==> src/rtl/pll_srch_pkg.sv <==
package pll_srch_pkg;

    typedef enum logic [3:0] {
        S_IDLE,
        S_MDIV,
        S_MWAIT,
        S_RANGE,
        S_FDIV,
        S_FWAIT,
        S_EVAL,
        S_STEP,
        S_DONE
    } srch_state_t;

endpackage

==> src/rtl/pll_seq_divider.sv <==
module pll_seq_divider #(
    parameter int DW = 40
) (
    input  logic          clk,
    input  logic          rst_n,
    input  logic          go,
    input  logic [DW-1:0] num,
    input  logic [DW-1:0] den,
    output logic          vld,
    output logic [DW-1:0] quo
);
    localparam int CNT_W = $clog2(DW + 1);

    logic [DW-1:0]  rem_q, quo_q, den_q;
    logic [CNT_W-1:0] cnt_q;
    logic           run_q, vld_q;
    logic [DW:0]    trial, diff;
    logic           ge;

    // one restoring step per cycle, quotient bits shift in from the right
    always_comb begin
        trial = {rem_q, quo_q[DW-1]};
        diff  = trial - {1'b0, den_q};
        ge    = (trial >= {1'b0, den_q});
    end

    always_ff @(posedge clk or negedge rst_n) begin
        if (!rst_n) begin
            rem_q <= '0;
            quo_q <= '0;
            den_q <= '0;
            cnt_q <= '0;
            run_q <= 1'b0;
            vld_q <= 1'b0;
        end else begin
            vld_q <= 1'b0;
            if (go) begin
                rem_q <= '0;
                quo_q <= num;
                den_q <= den;
                cnt_q <= CNT_W'(DW);
                run_q <= 1'b1;
            end else if (run_q) begin
                rem_q <= ge ? diff[DW-1:0] : trial[DW-1:0];
                quo_q <= {quo_q[DW-2:0], ge};
                cnt_q <= cnt_q - 1'b1;
                if (cnt_q == CNT_W'(1)) begin
                    run_q <= 1'b0;
                    vld_q <= 1'b1;
                end
            end
        end
    end

    assign vld = vld_q;
    assign quo = quo_q;
endmodule

==> src/rtl/pll_field_pack.sv <==
module pll_field_pack #(
    parameter int MW   = 8,
    parameter int CW   = 4,
    parameter int OH_W = 8
) (
    input  logic [MW-1:0]   m_val,
    input  logic [CW-1:0]   n_val,
    input  logic [CW-1:0]   p1_val,
    output logic [31:0]     word,
    output logic [OH_W-1:0] onehot
);
    logic [7:0] m2_f, m1_f, n_f;

    always_comb begin
        m2_f = 8'(((32'(m_val) + 32'd3) % 32'd5) + 32'd7);
        m1_f = 8'((32'(m_val) - 32'(m2_f)) / 32'd5);
        n_f  = 8'(n_val);
        word = {8'h00, n_f - 8'd2, m1_f - 8'd2, m2_f};
    end

    for (genvar k = 0; k < OH_W; k++) begin : g_oh
        assign onehot[k] = (p1_val == CW'(k + 1));
    end
endmodule

==> src/rtl/pll_div_search.sv <==
module pll_div_search
    import pll_srch_pkg::*;
#(
    parameter int PIX_W   = 32,
    parameter int DW      = 40,
    parameter int REF_KHZ = 120000,
    parameter int POST_K  = 7,
    parameter int P1_LO   = 1,
    parameter int P1_HI   = 8,
    parameter int N_LO    = 5,
    parameter int N_HI    = 10,
    parameter int M_LO    = 77,
    parameter int M_HI    = 131
) (
    input  logic             clk,
    input  logic             rst_n,
    input  logic             start,
    input  logic             dual_ch,
    input  logic [PIX_W-1:0] pix_khz,
    output logic             busy,
    output logic             done,
    output logic             fail,
    output logic [31:0]      div_word,
    output logic [P1_HI-1:0] p1_onehot
);
    localparam int CW       = $clog2((P1_HI > N_HI ? P1_HI : N_HI) + 1);
    localparam int MW       = $clog2(M_HI + 1);
    localparam int HALF_REF = REF_KHZ / 2;

    srch_state_t state_q, state_d;

    logic [DW-1:0]    target_q, m_q, freq_q, best_err_q, err;
    logic [CW-1:0]    p1_q, n_q, best_p1_q, best_n_q;
    logic [MW-1:0]    best_m_q;
    logic [DW-1:0]    denom, div_num, div_den, div_quo;
    logic             div_go, div_vld, m_ok, last_cand;
    logic [31:0]      pk_word;
    logic [P1_HI-1:0] pk_oh;
    logic             done_q, fail_q;
    logic [31:0]      word_q;
    logic [P1_HI-1:0] oh_q;

    assign denom     = DW'(n_q) * DW'(p1_q) * DW'(POST_K);
    assign m_ok      = (m_q >= DW'(M_LO)) && (m_q <= DW'(M_HI));
    assign last_cand = (p1_q == CW'(P1_HI)) && (n_q == CW'(N_HI));
    assign err       = (target_q > freq_q) ? (target_q - freq_q) : (freq_q - target_q);
    assign div_go    = (state_q == S_MDIV) || (state_q == S_FDIV);
    assign div_num   = (state_q == S_MDIV) ? (target_q * denom + DW'(HALF_REF))
                                           : (DW'(REF_KHZ) * m_q);
    assign div_den   = (state_q == S_MDIV) ? DW'(REF_KHZ) : denom;

    pll_seq_divider #(.DW(DW)) u_div (
        .clk   (clk),
        .rst_n (rst_n),
        .go    (div_go),
        .num   (div_num),
        .den   (div_den),
        .vld   (div_vld),
        .quo   (div_quo)
    );

    pll_field_pack #(.MW(MW), .CW(CW), .OH_W(P1_HI)) u_pack (
        .m_val  (best_m_q),
        .n_val  (best_n_q),
        .p1_val (best_p1_q),
        .word   (pk_word),
        .onehot (pk_oh)
    );

    // state register
    always_ff @(posedge clk or negedge rst_n) begin
        if (!rst_n) state_q <= S_IDLE;
        else        state_q <= state_d;
    end

    always_comb begin
        state_d = state_q;
        unique case (state_q)
            S_IDLE:  if (start) state_d = S_MDIV;
            S_MDIV:  state_d = S_MWAIT;
            S_MWAIT: if (div_vld) state_d = S_RANGE;
            S_RANGE: state_d = m_ok ? S_FDIV : S_STEP;
            S_FDIV:  state_d = S_FWAIT;
            S_FWAIT: if (div_vld) state_d = S_EVAL;
            S_EVAL:  state_d = S_STEP;
            S_STEP:  state_d = last_cand ? S_DONE : S_MDIV;
            S_DONE:  state_d = S_IDLE;
            default: state_d = S_IDLE;
        endcase
    end

    // datapath and outputs
    always_ff @(posedge clk or negedge rst_n) begin
        if (!rst_n) begin
            target_q   <= '0;
            m_q        <= '0;
            freq_q     <= '0;
            best_err_q <= '1;
            p1_q       <= CW'(P1_LO);
            n_q        <= CW'(N_LO);
            best_p1_q  <= CW'(P1_LO);
            best_n_q   <= CW'(N_LO);
            best_m_q   <= '0;
            done_q     <= 1'b0;
            fail_q     <= 1'b0;
            word_q     <= '0;
            oh_q       <= '0;
        end else begin
            done_q <= 1'b0;
            unique case (state_q)
                S_IDLE: if (start) begin
                    target_q   <= dual_ch ? DW'(pix_khz) : (DW'(pix_khz) << 1);
                    p1_q       <= CW'(P1_LO);
                    n_q        <= CW'(N_LO);
                    best_err_q <= '1;
                end
                S_MWAIT: if (div_vld) m_q <= div_quo;
                S_FWAIT: if (div_vld) freq_q <= div_quo;
                S_EVAL: if (err < best_err_q) begin
                    best_err_q <= err;
                    best_m_q   <= m_q[MW-1:0];
                    best_n_q   <= n_q;
                    best_p1_q  <= p1_q;
                end
                S_STEP: if (!last_cand) begin
                    if (n_q == CW'(N_HI)) begin
                        n_q  <= CW'(N_LO);
                        p1_q <= p1_q + 1'b1;
                    end else begin
                        n_q <= n_q + 1'b1;
                    end
                end
                S_DONE: begin
                    done_q <= 1'b1;
                    fail_q <= (best_err_q == '1);
                    word_q <= (best_err_q == '1) ? '0 : pk_word;
                    oh_q   <= (best_err_q == '1) ? '0 : pk_oh;
                end
                default: ;
            endcase
        end
    end

    assign busy      = (state_q != S_IDLE);
    assign done      = done_q;
    assign fail      = fail_q;
    assign div_word  = word_q;
    assign p1_onehot = oh_q;
endmodule

==> config.mk <==
export PLATFORM = sky130hd
export DESIGN_NAME = pll_div_search
export DESIGN_NICKNAME = d
export VERILOG_FILES = /design/src/rtl/pll_srch_pkg.sv /design/src/rtl/pll_seq_divider.sv /design/src/rtl/pll_field_pack.sv /design/src/rtl/pll_div_search.sv
export SDC_FILE = /design/constraint.sdc
export NUM_CORES = 2
export LEC_CHECK = 0
export BUFFER_PORTS_ARGS = -buffer_cell sky130_fd_sc_hd__buf_2
export CORE_MARGIN = 5
export CORE_UTILIZATION = 60
export DETAILED_ROUTE_END_ITERATION = 8
export PLACE_DENSITY = 0.86
export SLEW_MARGIN = 15
export SYNTH_ARGS = -nofsm -noshare
export SYNTH_HDL_FRONTEND = slang
export SYNTH_HIERARCHICAL = 1
export SYNTH_SLANG_ARGS = --single-unit
==> constraint.sdc <==
create_clock -name clk -period 35.7 [get_ports clk]
set_clock_uncertainty 0.05 [all_clocks]
set_input_delay 1.785 -clock clk [delete_from_list [all_inputs] [get_ports clk]]
set_output_delay 1.785 -clock clk [all_outputs]
set_load 0.05 [all_outputs]
==> flow_metrics.py <==
metrics = {
    "critical_path": {
        "crit_type": "register to register",
        "worst_path_dominant_cell_family": "compound AO/OA/AOI/OAI gates",
        "worstSetupEndpointType": "register",
        "reg2reg_setup_slack_ns": 20.03,
        "critPathSlowestCell": "sky130_fd_sc_hd__dfrtp_1",
        "critical_path.reg2reg.startpoint": "best_m_q[0]$_DFFE_PN0P_",
        "slowest_delay_ns": 0.65,
        "crit_required_ns": 36.12,
        "r2r-end": "div_word[13]$_DFFE_PN0P_",
        "reg2reg_depth": 58,
        "path_buf_inv": 6,
        "worstPathMaxFanout": 19,
        "critPathLaunchType": "register",
        "worstPathArrival_ns": 16.09,
        "worst_path_most_repeated_cell": "sky130_fd_sc_hd__ha_1",
    },
    "placement": {
        "numPlacedInstances": 5784,
        "place.port_buffers": 78,
        "place.detailed.hpwl_mm": 90.4,
        "pre_cts_ws_ns": 20.28,
        "routabilityCongestion": 0.982,
    },
    "run_status": {
        "run_status": "finished clean",
    },
    "clocking": {
        "tritoncts_num_sinks": 351,
        "postcts_setup_bufs": 0,
        "clk_tree_root_cell": "sky130_fd_sc_hd__clkbuf_16",
        "clock_insertion_delay_worst_skew_ns": 0.61,
        "cts_hold_buffers_added": 0,
        "cts_tree": "done",
        "clock_buffer_count_from_cts": 43,
        "cts_buffer_depth": 3,
        "cts_htree_levels": 2,
        "clk_pin_slew_worst_paths_ns": 0.06,
        "cts.repair.resized": 0,
    },
    "timing": {
        "slew_viol_final": 0,
        "hold_viol_final": 0,
        "post-route-worst-setup-slack_ns": 20.03,
        "worst_slew_pin_slew_ns": 1.30,
        "period_share_pct": 43.9,
        "fin_tns_setup_ns": 0,
        "setup_violation_total_in_the_final_timing_report": 0,
        "grt_setup_unrepaired": "no",
        "post-route-min-period_ns": 15.67,
        "worst_case_headroom_to_the_max_slew_limit_pct": 12.0,
        "maxClockFrequency_mhz": 63.8,
    },
    "finish": {
        "area_growth_syn_to_layout_pct": 5.65,
        "final.fill_count": 5820,
        "post_route_cells_drive_above_1_share_pct": 8.55,
        "seq_area_um2": 8840,
        "final_cells": 5866,
        "layout.nets": 5706,
        "total_area_of_multi_input_combinational_cells_um2": 31300,
    },
    "logic_synthesis": {
        "synth.yosys.warnings": 6,
        "synth_sequential_area_ratio_pct": 20.4,
        "ys_async_sr_fraction_pct": 100,
        "synth.ff_latch_count": 351,
        "post_synth_design_cell_area_um2": 43400,
        "synth_area_per_cell_um2": 8.77,
        "synth-edff-count": 0,
        "syn_inst": 4945,
        "dominantRegCellSynth": "sky130_fd_sc_hd__dfrtp_1",
        "yosysUniqueCellTypes": 127,
    },
    "die": {
        "fp.dieH_um": 279,
        "floorplan.die.width_um": 279,
        "dieArea_um2": 77800,
        "design.portCount": 79,
        "floorplan.initialDensity_pct": 60.6,
        "placeableCoreArea_um2": 71600,
        "fp-row-count": 98,
    },
    "routing": {
        "vias_per_cell": 6.25,
        "drtPass1Iterations": 5,
        "routed_wl_mm": 121,
        "first_iter_violations": 3562,
        "drt.antenna.violating_nets": 0,
        "avgRoutedWirePerCell_um": 20.6,
        "num_vias": 36700,
        "drcViolationCount": 0,
    },
    "min_path": {
        "worst_hold_path_type": "register to register",
        "worst_hold_path.num_cells": 2,
        "min_delay_worst_endpoint": "best_n_q[0]$_DFFE_PN1P_",
        "hold_path_startpoint": "best_n_q[0]$_DFFE_PN1P_",
    },
    "global_routing": {
        "grt_first_pass_wirelength_mm": 197,
        "grt_max_degree": 201,
        "total_track_usage_pct": 30.7,
        "grt-ovfl-total": 0,
        "antenna_found_initial": 1,
        "vias_in_the_first_global_route": 37000,
    },
    "power": {
        "post-layout-total-power_w": 0.00113,
        "p_sw_w": 0.000358,
        "cell_internal_pwr_w": 0.000768,
        "p_leak_nw": 22.6,
        "sw_frac_of_total_pct": 31.8,
        "vdd_drop_max_v": 0.0000353,
        "pwr-share-seq_pct": 39.0,
        "share_comb_of_total_power_pct": 19.8,
        "clock_power_share_pct": 41.2,
        "power_density_of_the_placed_cells_nw_per_um2": 24.6,
    },
    "run": {
        "cap_violations": 0,
    },
}
==> per-stage QoR <==
step / hold slack (ns) / util (%) / area [um2]
floorplan: 0.395 / - / 43500
global placement: 0.420 / 61.9 / 44300
detailed placement: 0.425 / 61.9 / 44300
CTS: 0.434 / 64.0 / 45800
global route: 0.453 / 64.0 / 45800
finish: 0.428 / 64.0 / 45800
==> layer usage <==
layer | wire length, um | global-route usage (%)
met3 | 8670 | 4.21
met5 | 13 | 0
met2 | 55800 | 49.3
met4 | 5310 | 12.4
met1 | 50800 | 42.5
==> Yosys cell counts (92+ instances only) <==
master | count | share of area, %
sky130_fd_sc_hd__inv_1 | 625 | 5.4
sky130_fd_sc_hd__nand2_1 | 556 | 4.8
sky130_fd_sc_hd__fa_1 | 415 | 19
sky130_fd_sc_hd__ha_1 | 376 | 11
sky130_fd_sc_hd__dfrtp_1 | 305 | 18
sky130_fd_sc_hd__o21ai_0 | 299 | 3.5
sky130_fd_sc_hd__a21oi_1 | 270 | 3.1
sky130_fd_sc_hd__nor2_1 | 250 | 2.2
sky130_fd_sc_hd__clkbuf_1 | 178 | 1.5
sky130_fd_sc_hd__and2_1 | 162 | 2.3
sky130_fd_sc_hd__xnor2_1 | 115 | 2.3
sky130_fd_sc_hd__mux2i_1 | 93 | 2.1
sky130_fd_sc_hd__mux2_2 | 92 | 2.4
sky130_fd_sc_hd__nor3_1 | 92 | 1.1
==> registers in the layout, summed over array words and instances, names as in the netlist <==
register,count
best_m_q,8
p1_onehot,8
u_div/den_q,40
u_div/rem_q,40
u_div/quo,40
best_err_q,40
state_q,4
best_n_q,4
target_q,33
freq_q,40
done,1
u_div/vld,1
div_word,32
u_div/run_q,1
best_p1_q,4
m_q,40
u_div/cnt_q,6
p1_q,4
n_q,4
fail,1
==> area by class of cell <==
| type | instances | share of cell area (%) |
|---|---|---|
| multi-input combinational | 3745 | 68.3 |
| sequential | 351 | 19.3 |
| inverter | 628 | 5.14 |
| tap | 950 | 2.59 |
| clock buffer | 53 | 2.54 |
| timing repair buffer | 110 | 1.43 |
| clock inverter | 27 | 0.683 |
| antenna | 2 | 0.0109 |
==> worst min-delay path: cells and delay by family, from the launching register on <==
family | cells | cell delay, ns
AND/OR/NAND/NOR | 1 | 0.04
flip-flops | 1 | 0.36
AO/OA/AOI/OAI | 1 | 0.06
==> power by group through the flow <==
stage,sequential (W),clock [W],combinational [W]
after floorplan,0.000439,0,0.000162
after global placement,0.000445,0,0.000210
after detailed placement,0.000446,0,0.000216
after CTS,0.000439,0.000472,0.000219
after global routing,0.000441,0.000488,0.000247
final,0.000439,0.000465,0.000223
==> placed cells by master, fill, tap and decap left out, drive strengths merged, types with 13 or more instances in the layout <==
master,count
inv,630
nand2,559
fa,415
ha,376
o21ai,314
dfrtp,305
a21oi,274
nor2,254
and2,162
xnor2,117
buf,110
mux2,95
mux2i,93
nor3,93
nand3,84
a21o,79
xor2,67
nand4,63
clkbuf,53
dfstp,46
a22o,44
a31oi,41
o211ai,39
a311oi,35
conb,34
o21a,32
a211oi,32
and3,31
or3,30
nor2b,28
nor4,28
o21bai,24
nand2b,23
o31ai,22
or2,16
a21boi,16
clkinv,15
o31a,14
a2bb2oi,13
a31o,13
==> worst max-delay path by stage <==
stage | cells after the start | slack [ns] | start | end
finish | 58 | 20.03 | best_m_q[0]$_DFFE_PN0P_ | div_word[13]$_DFFE_PN0P_
detailed placement | 58 | 20.28 | best_m_q[0]$_DFFE_PN0P_ | div_word[13]$_DFFE_PN0P_
floorplan | 59 | 22.75 | best_m_q[0]$_DFFE_PN0P_ | div_word[13]$_DFFE_PN0P_
CTS | 58 | 20.23 | best_m_q[0]$_DFFE_PN0P_ | div_word[13]$_DFFE_PN0P_
global route | 58 | 18.73 | best_m_q[0]$_DFFE_PN0P_ | div_word[13]$_DFFE_PN0P_
global placement | 58 | 20.41 | best_m_q[0]$_DFFE_PN0P_ | div_word[13]$_DFFE_PN0P_
==> cell families after synthesis <==
| logic type | synth area share (%) |
|---|---|
| buf+inv | 7.96 |
| fa+ha+maj | 30.1 |
| mux | 4.64 |
| compound gates | 17.3 |
| xor+xnor | 3.96 |
| flops | 20.4 |
| other cells | 0.0260 |
| simple gates | 15.7 |
Note: power is estimated with default switching activity, not from simulation.
